===== src/rtl/frc_pkg.sv =====
package frc_pkg;
  typedef enum logic [1:0] {
    FLT_NONE = 2'd0,
    FLT_GP   = 2'd1,
    FLT_NP   = 2'd2,
    FLT_SS   = 2'd3
  } flt_e;

  localparam int CODE_RULES = 8;
  localparam int STK_RULES  = 6;
  localparam int ALL_RULES  = CODE_RULES + STK_RULES;

  // rule slots, lowest index has highest priority
  localparam int RC_NULL   = 0;
  localparam int RC_LIMIT  = 1;
  localparam int RC_TYPE   = 2;
  localparam int RC_LD     = 3;
  localparam int RC_RPL    = 4;
  localparam int RC_CONF   = 5;
  localparam int RC_NCONF  = 6;
  localparam int RC_ABSENT = 7;
  localparam int RS_NULL   = 0;
  localparam int RS_LIMIT  = 1;
  localparam int RS_RPL    = 2;
  localparam int RS_TYPE   = 3;
  localparam int RS_DPL    = 4;
  localparam int RS_ABSENT = 5;
endpackage


===== src/rtl/frc_prio.sv =====
module frc_prio #(
  parameter  int N  = 14,
  localparam int IW = $clog2(N)
) (
  input  logic [N-1:0]  req,
  output logic          any,
  output logic [IW-1:0] idx
);
  // lowest set bit wins
  always_comb begin
    any = 1'b0;
    idx = '0;
    for (int i = N - 1; i >= 0; i--) begin
      if (req[i]) begin
        any = 1'b1;
        idx = IW'(i);
      end
    end
  end
endmodule


===== src/rtl/frc_code_chk.sv =====
module frc_code_chk
  import frc_pkg::*;
#(
  parameter int SW = 16
) (
  input  logic [1:0]            cur_pl,
  input  logic                  long_mode,
  input  logic [SW-1:0]         sel,
  input  logic [SW-1:0]         lim,
  input  logic                  is_code,
  input  logic                  conf,
  input  logic [1:0]            dpl,
  input  logic                  present,
  input  logic                  l_bit,
  input  logic                  d_bit,
  output logic [CODE_RULES-1:0] fail,
  output logic                  outer
);
  logic [1:0]    rpl;
  logic [SW-1:0] last_byte;

  assign rpl       = sel[1:0];
  assign last_byte = {sel[SW-1:3], 3'b111};

  always_comb begin
    fail            = '0;
    fail[RC_NULL]   = (sel[SW-1:2] == '0);
    fail[RC_LIMIT]  = (last_byte > lim);
    fail[RC_TYPE]   = !is_code;
    fail[RC_LD]     = long_mode && l_bit && d_bit;
    fail[RC_RPL]    = (rpl < cur_pl);
    fail[RC_CONF]   = conf && (dpl > rpl);
    fail[RC_NCONF]  = !conf && (dpl != rpl);
    fail[RC_ABSENT] = !present;
  end

  assign outer = (rpl > cur_pl);
endmodule


===== src/rtl/frc_stack_chk.sv =====
module frc_stack_chk
  import frc_pkg::*;
#(
  parameter int SW = 16
) (
  input  logic                 long_mode,
  input  logic                 code_l,
  input  logic [1:0]           tgt_rpl,
  input  logic [SW-1:0]        sel,
  input  logic [SW-1:0]        lim,
  input  logic                 is_data,
  input  logic                 writable,
  input  logic [1:0]           dpl,
  input  logic                 present,
  output logic [STK_RULES-1:0] fail
);
  logic          is_null;
  logic          null_ok;
  logic          live;
  logic [SW-1:0] last_byte;

  assign is_null   = (sel[SW-1:2] == '0);
  assign null_ok   = long_mode && code_l && (tgt_rpl != 2'd3) && (sel[1:0] == tgt_rpl);
  assign live      = !is_null;
  assign last_byte = {sel[SW-1:3], 3'b111};

  always_comb begin
    fail            = '0;
    fail[RS_NULL]   = is_null && !null_ok;
    fail[RS_LIMIT]  = live && (last_byte > lim);
    fail[RS_RPL]    = live && (sel[1:0] != tgt_rpl);
    fail[RS_TYPE]   = live && !(is_data && writable);
    fail[RS_DPL]    = live && (dpl != tgt_rpl);
    fail[RS_ABSENT] = live && !present;
  end
endmodule


===== src/rtl/frc_null_mask.sv =====
module frc_null_mask #(
  parameter int NSEG = 4
) (
  input  logic [1:0]        new_pl,
  input  logic [NSEG-1:0]   seg_null,
  input  logic [2*NSEG-1:0] seg_dpl,
  input  logic [NSEG-1:0]   seg_conf,
  output logic [NSEG-1:0]   mask
);
  for (genvar g = 0; g < NSEG; g++) begin : g_seg
    logic [1:0] d;
    assign d       = seg_dpl[2*g +: 2];
    assign mask[g] = seg_null[g] || ((d < new_pl) && !seg_conf[g]);
  end
endmodule


===== src/rtl/frc_top.sv =====
module frc_top
  import frc_pkg::*;
#(
  parameter int SW   = 16,
  parameter int NSEG = 4
) (
  input  logic              clk,
  input  logic              rst_n,
  input  logic              in_valid,
  output logic              in_ready,
  input  logic [1:0]        cur_pl,
  input  logic              long_mode,
  input  logic [SW-1:0]     tbl_limit,
  input  logic [SW-1:0]     code_sel,
  input  logic              code_is_code,
  input  logic              code_conf,
  input  logic [1:0]        code_dpl,
  input  logic              code_present,
  input  logic              code_l,
  input  logic              code_d,
  input  logic [SW-1:0]     stk_sel,
  input  logic              stk_is_data,
  input  logic              stk_writable,
  input  logic [1:0]        stk_dpl,
  input  logic              stk_present,
  input  logic [NSEG-1:0]   dseg_null,
  input  logic [2*NSEG-1:0] dseg_dpl,
  input  logic [NSEG-1:0]   dseg_conf,
  output logic              out_valid,
  input  logic              out_ready,
  output logic              res_ok,
  output logic [1:0]        res_fault,
  output logic [SW-1:0]     res_err,
  output logic              res_outer,
  output logic [NSEG-1:0]   res_null_mask
);
  localparam int IW = $clog2(ALL_RULES);

  logic [CODE_RULES-1:0] cfail;
  logic [STK_RULES-1:0]  sfail;
  logic [ALL_RULES-1:0]  rules;
  logic                  to_outer;
  logic                  hit;
  logic [IW-1:0]         hit_idx;
  logic [NSEG-1:0]       mask_c;
  logic [SW-1:0]         code_ec;
  logic [SW-1:0]         stk_ec;
  flt_e                  flt_c;
  logic [SW-1:0]         err_c;
  logic                  accept;

  frc_code_chk #(.SW(SW)) u_code (
    .cur_pl   (cur_pl),
    .long_mode(long_mode),
    .sel      (code_sel),
    .lim      (tbl_limit),
    .is_code  (code_is_code),
    .conf     (code_conf),
    .dpl      (code_dpl),
    .present  (code_present),
    .l_bit    (code_l),
    .d_bit    (code_d),
    .fail     (cfail),
    .outer    (to_outer)
  );

  frc_stack_chk #(.SW(SW)) u_stack (
    .long_mode(long_mode),
    .code_l   (code_l),
    .tgt_rpl  (code_sel[1:0]),
    .sel      (stk_sel),
    .lim      (tbl_limit),
    .is_data  (stk_is_data),
    .writable (stk_writable),
    .dpl      (stk_dpl),
    .present  (stk_present),
    .fail     (sfail)
  );

  frc_null_mask #(.NSEG(NSEG)) u_mask (
    .new_pl  (code_sel[1:0]),
    .seg_null(dseg_null),
    .seg_dpl (dseg_dpl),
    .seg_conf(dseg_conf),
    .mask    (mask_c)
  );

  // stack rules only count when privilege drops
  assign rules = {sfail & {STK_RULES{to_outer}}, cfail};

  frc_prio #(.N(ALL_RULES)) u_prio (
    .req(rules),
    .any(hit),
    .idx(hit_idx)
  );

  assign code_ec = {code_sel[SW-1:2], 2'b00};
  assign stk_ec  = {stk_sel[SW-1:2], 2'b00};

  always_comb begin
    flt_c = FLT_NONE;
    err_c = '0;
    if (hit) begin
      if (int'(hit_idx) < CODE_RULES) begin
        unique case (int'(hit_idx))
          RC_NULL:   begin flt_c = FLT_GP; err_c = '0;      end
          RC_ABSENT: begin flt_c = FLT_NP; err_c = code_ec; end
          default:   begin flt_c = FLT_GP; err_c = code_ec; end
        endcase
      end else begin
        unique case (int'(hit_idx) - CODE_RULES)
          RS_NULL:   begin flt_c = FLT_GP; err_c = '0;     end
          RS_ABSENT: begin flt_c = FLT_SS; err_c = stk_ec; end
          default:   begin flt_c = FLT_GP; err_c = stk_ec; end
        endcase
      end
    end
  end

  assign in_ready = !out_valid || out_ready;
  assign accept   = in_valid && in_ready;

  always_ff @(posedge clk or negedge rst_n) begin
    if (!rst_n) begin
      out_valid     <= 1'b0;
      res_ok        <= 1'b0;
      res_fault     <= FLT_NONE;
      res_err       <= '0;
      res_outer     <= 1'b0;
      res_null_mask <= '0;
    end else if (accept) begin
      out_valid     <= 1'b1;
      res_ok        <= !hit;
      res_fault     <= flt_c;
      res_err       <= err_c;
      res_outer     <= !hit && to_outer;
      res_null_mask <= (!hit && to_outer) ? mask_c : '0;
    end else if (out_ready) begin
      out_valid     <= 1'b0;
    end
  end

  // a stalled verdict does not move
  p_hold_r12: assert property (@(posedge clk) disable iff (!rst_n)
    out_valid && !out_ready |=> out_valid && $stable(res_err) && $stable(res_fault) && $stable(res_ok));

  // pass flag agrees with the fault class
  p_ok_class_r7: assert property (@(posedge clk) disable iff (!rst_n)
    out_valid |-> (res_ok == (res_fault == FLT_NONE)));

  // nulling only on a passing outer return
  p_mask_gate_r11: assert property (@(posedge clk) disable iff (!rst_n)
    out_valid && (res_null_mask != '0) |-> res_ok && res_outer);

  // null code selector gives GP with code zero
  p_null_code_r1: assert property (@(posedge clk) disable iff (!rst_n)
    accept && (code_sel[SW-1:2] == '0) |=> out_valid && res_fault == FLT_GP && res_err == '0);

  // returning to a more privileged level never passes
  p_rpl_low_r4: assert property (@(posedge clk) disable iff (!rst_n)
    accept && (code_sel[1:0] < cur_pl) |=> out_valid && !res_ok);
endmodule


===== config.mk =====
export PLATFORM = sky130hd
export DESIGN_NAME = frc_top
export DESIGN_NICKNAME = d
export VERILOG_FILES = /design/src/rtl/frc_pkg.sv /design/src/rtl/frc_prio.sv /design/src/rtl/frc_code_chk.sv /design/src/rtl/frc_stack_chk.sv /design/src/rtl/frc_null_mask.sv /design/src/rtl/frc_top.sv
export SDC_FILE = /design/constraint.sdc
export NUM_CORES = 1
export LEC_CHECK = 0
export BUFFER_PORTS_ARGS = -buffer_cell sky130_fd_sc_hd__buf_2
export CAP_MARGIN = 20
export CORE_MARGIN = 5
export CORE_UTILIZATION = 47
export CTS_BUF_LIST = sky130_fd_sc_hd__clkbuf_16
export DETAILED_ROUTE_END_ITERATION = 10
export PLACE_DENSITY = 0.89
export SLEW_MARGIN = 10
export SYNTH_ARGS = -nofsm -noshare
export SYNTH_HDL_FRONTEND = slang
export SYNTH_SLANG_ARGS = --single-unit
export TNS_END_PERCENT = 10

===== constraint.sdc =====
create_clock -name clk -period 2.14 [get_ports clk]
set_clock_uncertainty 0.2 [all_clocks]
set_input_delay 0.428 -clock clk [delete_from_list [all_inputs] [get_ports clk]]
set_output_delay 0.428 -clock clk [all_outputs]
set_load 0.01 [all_outputs]

==> summary.txt <==
Timing
  • Max-slew violations: 0
  • FMAX: 366 MHz
  • Tcrit/Tclk final: 128%
  • Final hold vios: 0
  • Final setup viols: 22
  • Final hold slack: 0.203 ns
  • Worst setup margin: -0.593 ns
  • Fin crit period: 2.73 ns
  • RSZ-0062 raised after global routing: yes

Global route
  • Vias in the first global route: 3008
  • GRT Total Usage: 27.6%
  • Initial antenna violation count: 0
  • Total gr overflow: 0
  • First-pass GRT wire length: 13400 um
  • Largest net degree at the start of global routing: 24

Yosys
  • Ys async rst share: 100%
  • Most used DFF post-synth: dfrtp_1
  • Synth Register Bits: 23
  • Synth warn: 0
  • EDFF count, synth: 0
  • Synthesized cell area: 2220 sq um
  • Post-Syn Instances: 265
  • Sequential fraction of the synthesis area: 26.0%
  • Netlist cell types: 48
  • Syn avg cell area: 8.37 sq um

Worst setup path
  • CP Cell Sequence: buf_2 -> ha_1 -> nand4_1 -> o21bai_1 -> a211oi_2 -> a211oi_4 -> nor2_4 -> nand2_4 -> buf_6 -> mux2i_4 -> o21ai_1
  • Crit Path Class: in2reg
  • CP max stage delay: 0.38 ns
  • Worst Setup End Kind: flop
  • Max FO, Critical Path: 8
  • Reg2reg path depth: 6
  • Slowest CP cell: a211oi_4
  • Worst Setup Start Kind: primary input
  • Required time worst endpoint: 2.08 ns
  • Reg2Reg Capture Point: res_outer$_DFFE_PN0P_
  • Buf+Inv Stages, Crit Path: 2
  • Largest delay share family, worst path: compound AO/OA/AOI/OAI gates
  • RR Startpoint: out_valid$_DFFE_PN0P_
  • Worst reg-to-reg setup slack: 0.44 ns
  • Arrival time at the worst endpoint: 2.67 ns

Clock network
  • H-tree depth: 1
  • Worst skew pair latency: 0.25 ns
  • Clk buf depth: 2
  • CTS clk-pin slew, worst paths: 0.06 ns
  • CTS tree: done
  • Clk sinks: 23
  • Cts bufs inserted: 3
  • Clk root buf: clkbuf_16

Placement
  • Hpwl dp: 6570 um
  • Routability cong.: 0.899
  • DP Area: 3350 sq um
  • IO buf count: 106

Power and ir drop
  • Leakage: 1.95 nW
  • Design Power: 0.00171 W
  • Pwr/cell area: 445 nW/um^2
  • Max VDD drop: 0.273 mV

Floorplanning
  • Die area: 6190 sq um
  • FP Rows: 25
  • Die Y: 78.7 um
  • Core Area: 4660 sq um
  • IO Pins: 109
  • Starting Density: 47.6%
  • Die Width: 78.7 um

Routing
  • Drt first-iter violations: 328
  • DR WL/cell: 21.4 um
  • Vias/cell: 6.23
  • TritonRoute pass-1 iters: 6
  • DRC: 0
  • Vias: 3036
  • Routed WL: 10400 um
  • Final ANT Viol Nets: 0

Status
  • Violated checks: negative setup slack
  • Status: complete, but fails checks

Hold path
  • Worst hold path depth: 2
  • HP Class: in2reg
  • Min-delay src: in_valid
  • Hold endpoint: out_valid$_DFFE_PN0P_

Layout
  • Fillers: 260
  • Most frequent cells in the layout: 96 x buf_2, 55 x buf_4, 37 x nand2_1
  • Commonest non-fill, non-tap cell in the layout: buf_2
  • Final instance area: 3850 sq um
  • Area growth, synth to finish: 73.8%
  • Antenna diode count: 0
  • Share of layout cells above drive strength 1: 55.2%
  • Nets: 551

Flow run
  • Max Cap Violations: 0
cell families after synthesis:
group	synth area share, %
xor gates and xnor gates	1.58
buffers and inverters	5.93
muxes	6.83
AOI/OAI and AO/OA	16.2
adders and majority gates	19.2
DFF	26.0
other	0.169
and+or+nand+nor	24.2
layout make-up:
type	instances	area (sq um)	area share, %
Inverter	22	118	3.05
Clock buffer	3	75.1	1.95
Clock inverter	1	5.00	0.130
Sequential cell	23	576	14.9
Tap cell	54	67.6	1.75
Timing Repair Buffer	168	1100	28.5
Multi-Input combinational cell	216	1910	49.6
timing repair:
item,in CTS,in global routing
setup endpoints to repair,22,22
buffers inserted,8,2
pin swaps,22,21
gates resized for setup,37,39
cloned,0,1
hold buffers,1,0
endpoints found under the hold margin,23,0
how the worst max path moves through the flow:
stage             startpoint                      end  slack (ns)  cells after the start
3_5_place_dp   tbl_limit[11]   res_err[7]$_DFFE_PN0P_       -0.79                     12
5_1_grt          code_sel[5]  res_err[10]$_DFFE_PN0P_       -0.65                     11
4_1_cts        tbl_limit[14]   res_err[7]$_DFFE_PN0P_       -0.41                     12
2_1_floorplan  tbl_limit[11]  res_err[10]$_DFFE_PN0P_       -0.37                     11
6_report         code_sel[5]  res_err[10]$_DFFE_PN0P_       -0.59                     11
3_3_place_gp   tbl_limit[11]   res_err[2]$_DFFE_PN0P_       -0.63                     11
routing by layer:
| layer | global-route usage [%] | routed length (um) |
|---|---|---|
| met5 | 0 | 0 |
| met4 | 16.4 | 917 |
| met2 | 51.3 | 5180 |
| met1 | 29.2 | 3410 |
| met3 | 3.78 | 908 |
Yosys cell counts (3+ instances only):
cell type	n	area (sq um)
nor4_1	8	50.1
nand3_1	6	30.0
nor2_1	11	41.3
mux2i_1	14	140
ha_1	34	425
nor2b_1	3	18.8
dfrtp_1	23	576
nand4_1	8	50.1
nor3_1	5	25.0
o21ai_1	10	50.1
a21oi_1	15	75.1
nand2_1	39	146
nor4b_1	3	26.3
o21ai_0	19	95.1
xor2_1	4	35.0
inv_1	22	82.6
worst reg2reg max path: stages (launching register included):
cell and delay (ns):
dfrtp_1 0.37, nand2b_1 0.13, nand2_1 0.21, nor4_4 0.37, nand2_2 0.14, buf_4 0.16, nand2_1 0.06
power by group:
part / total (W) / switching (W) / internal (W)
sequential: 0.000504 / 0.0000239 / 0.000481
clock: 0.000403 / 0.000152 / 0.000251
combinational: 0.000807 / 0.000425 / 0.000382
state kept, by name, indices dropped and copies added (netlist names):
signal         flops
res_ok             1
res_fault          2
res_null_mask      4
res_outer          1
out_valid          1
res_err           14
per-stage QoR:
stage          TNS, ns  cells  worst slack [ns]  utilization, %
2_1_floorplan    -6.36    266            -0.366               -
3_3_place_gp    -12.64    471            -0.629            71.8
3_5_place_dp    -14.84    471            -0.786            71.8
4_1_cts          -7.70    484            -0.409            77.9
5_1_grt         -12.27    487            -0.645            82.7
6_report        -11.08    487            -0.593            82.7
(Power assumes the default switching activity.)
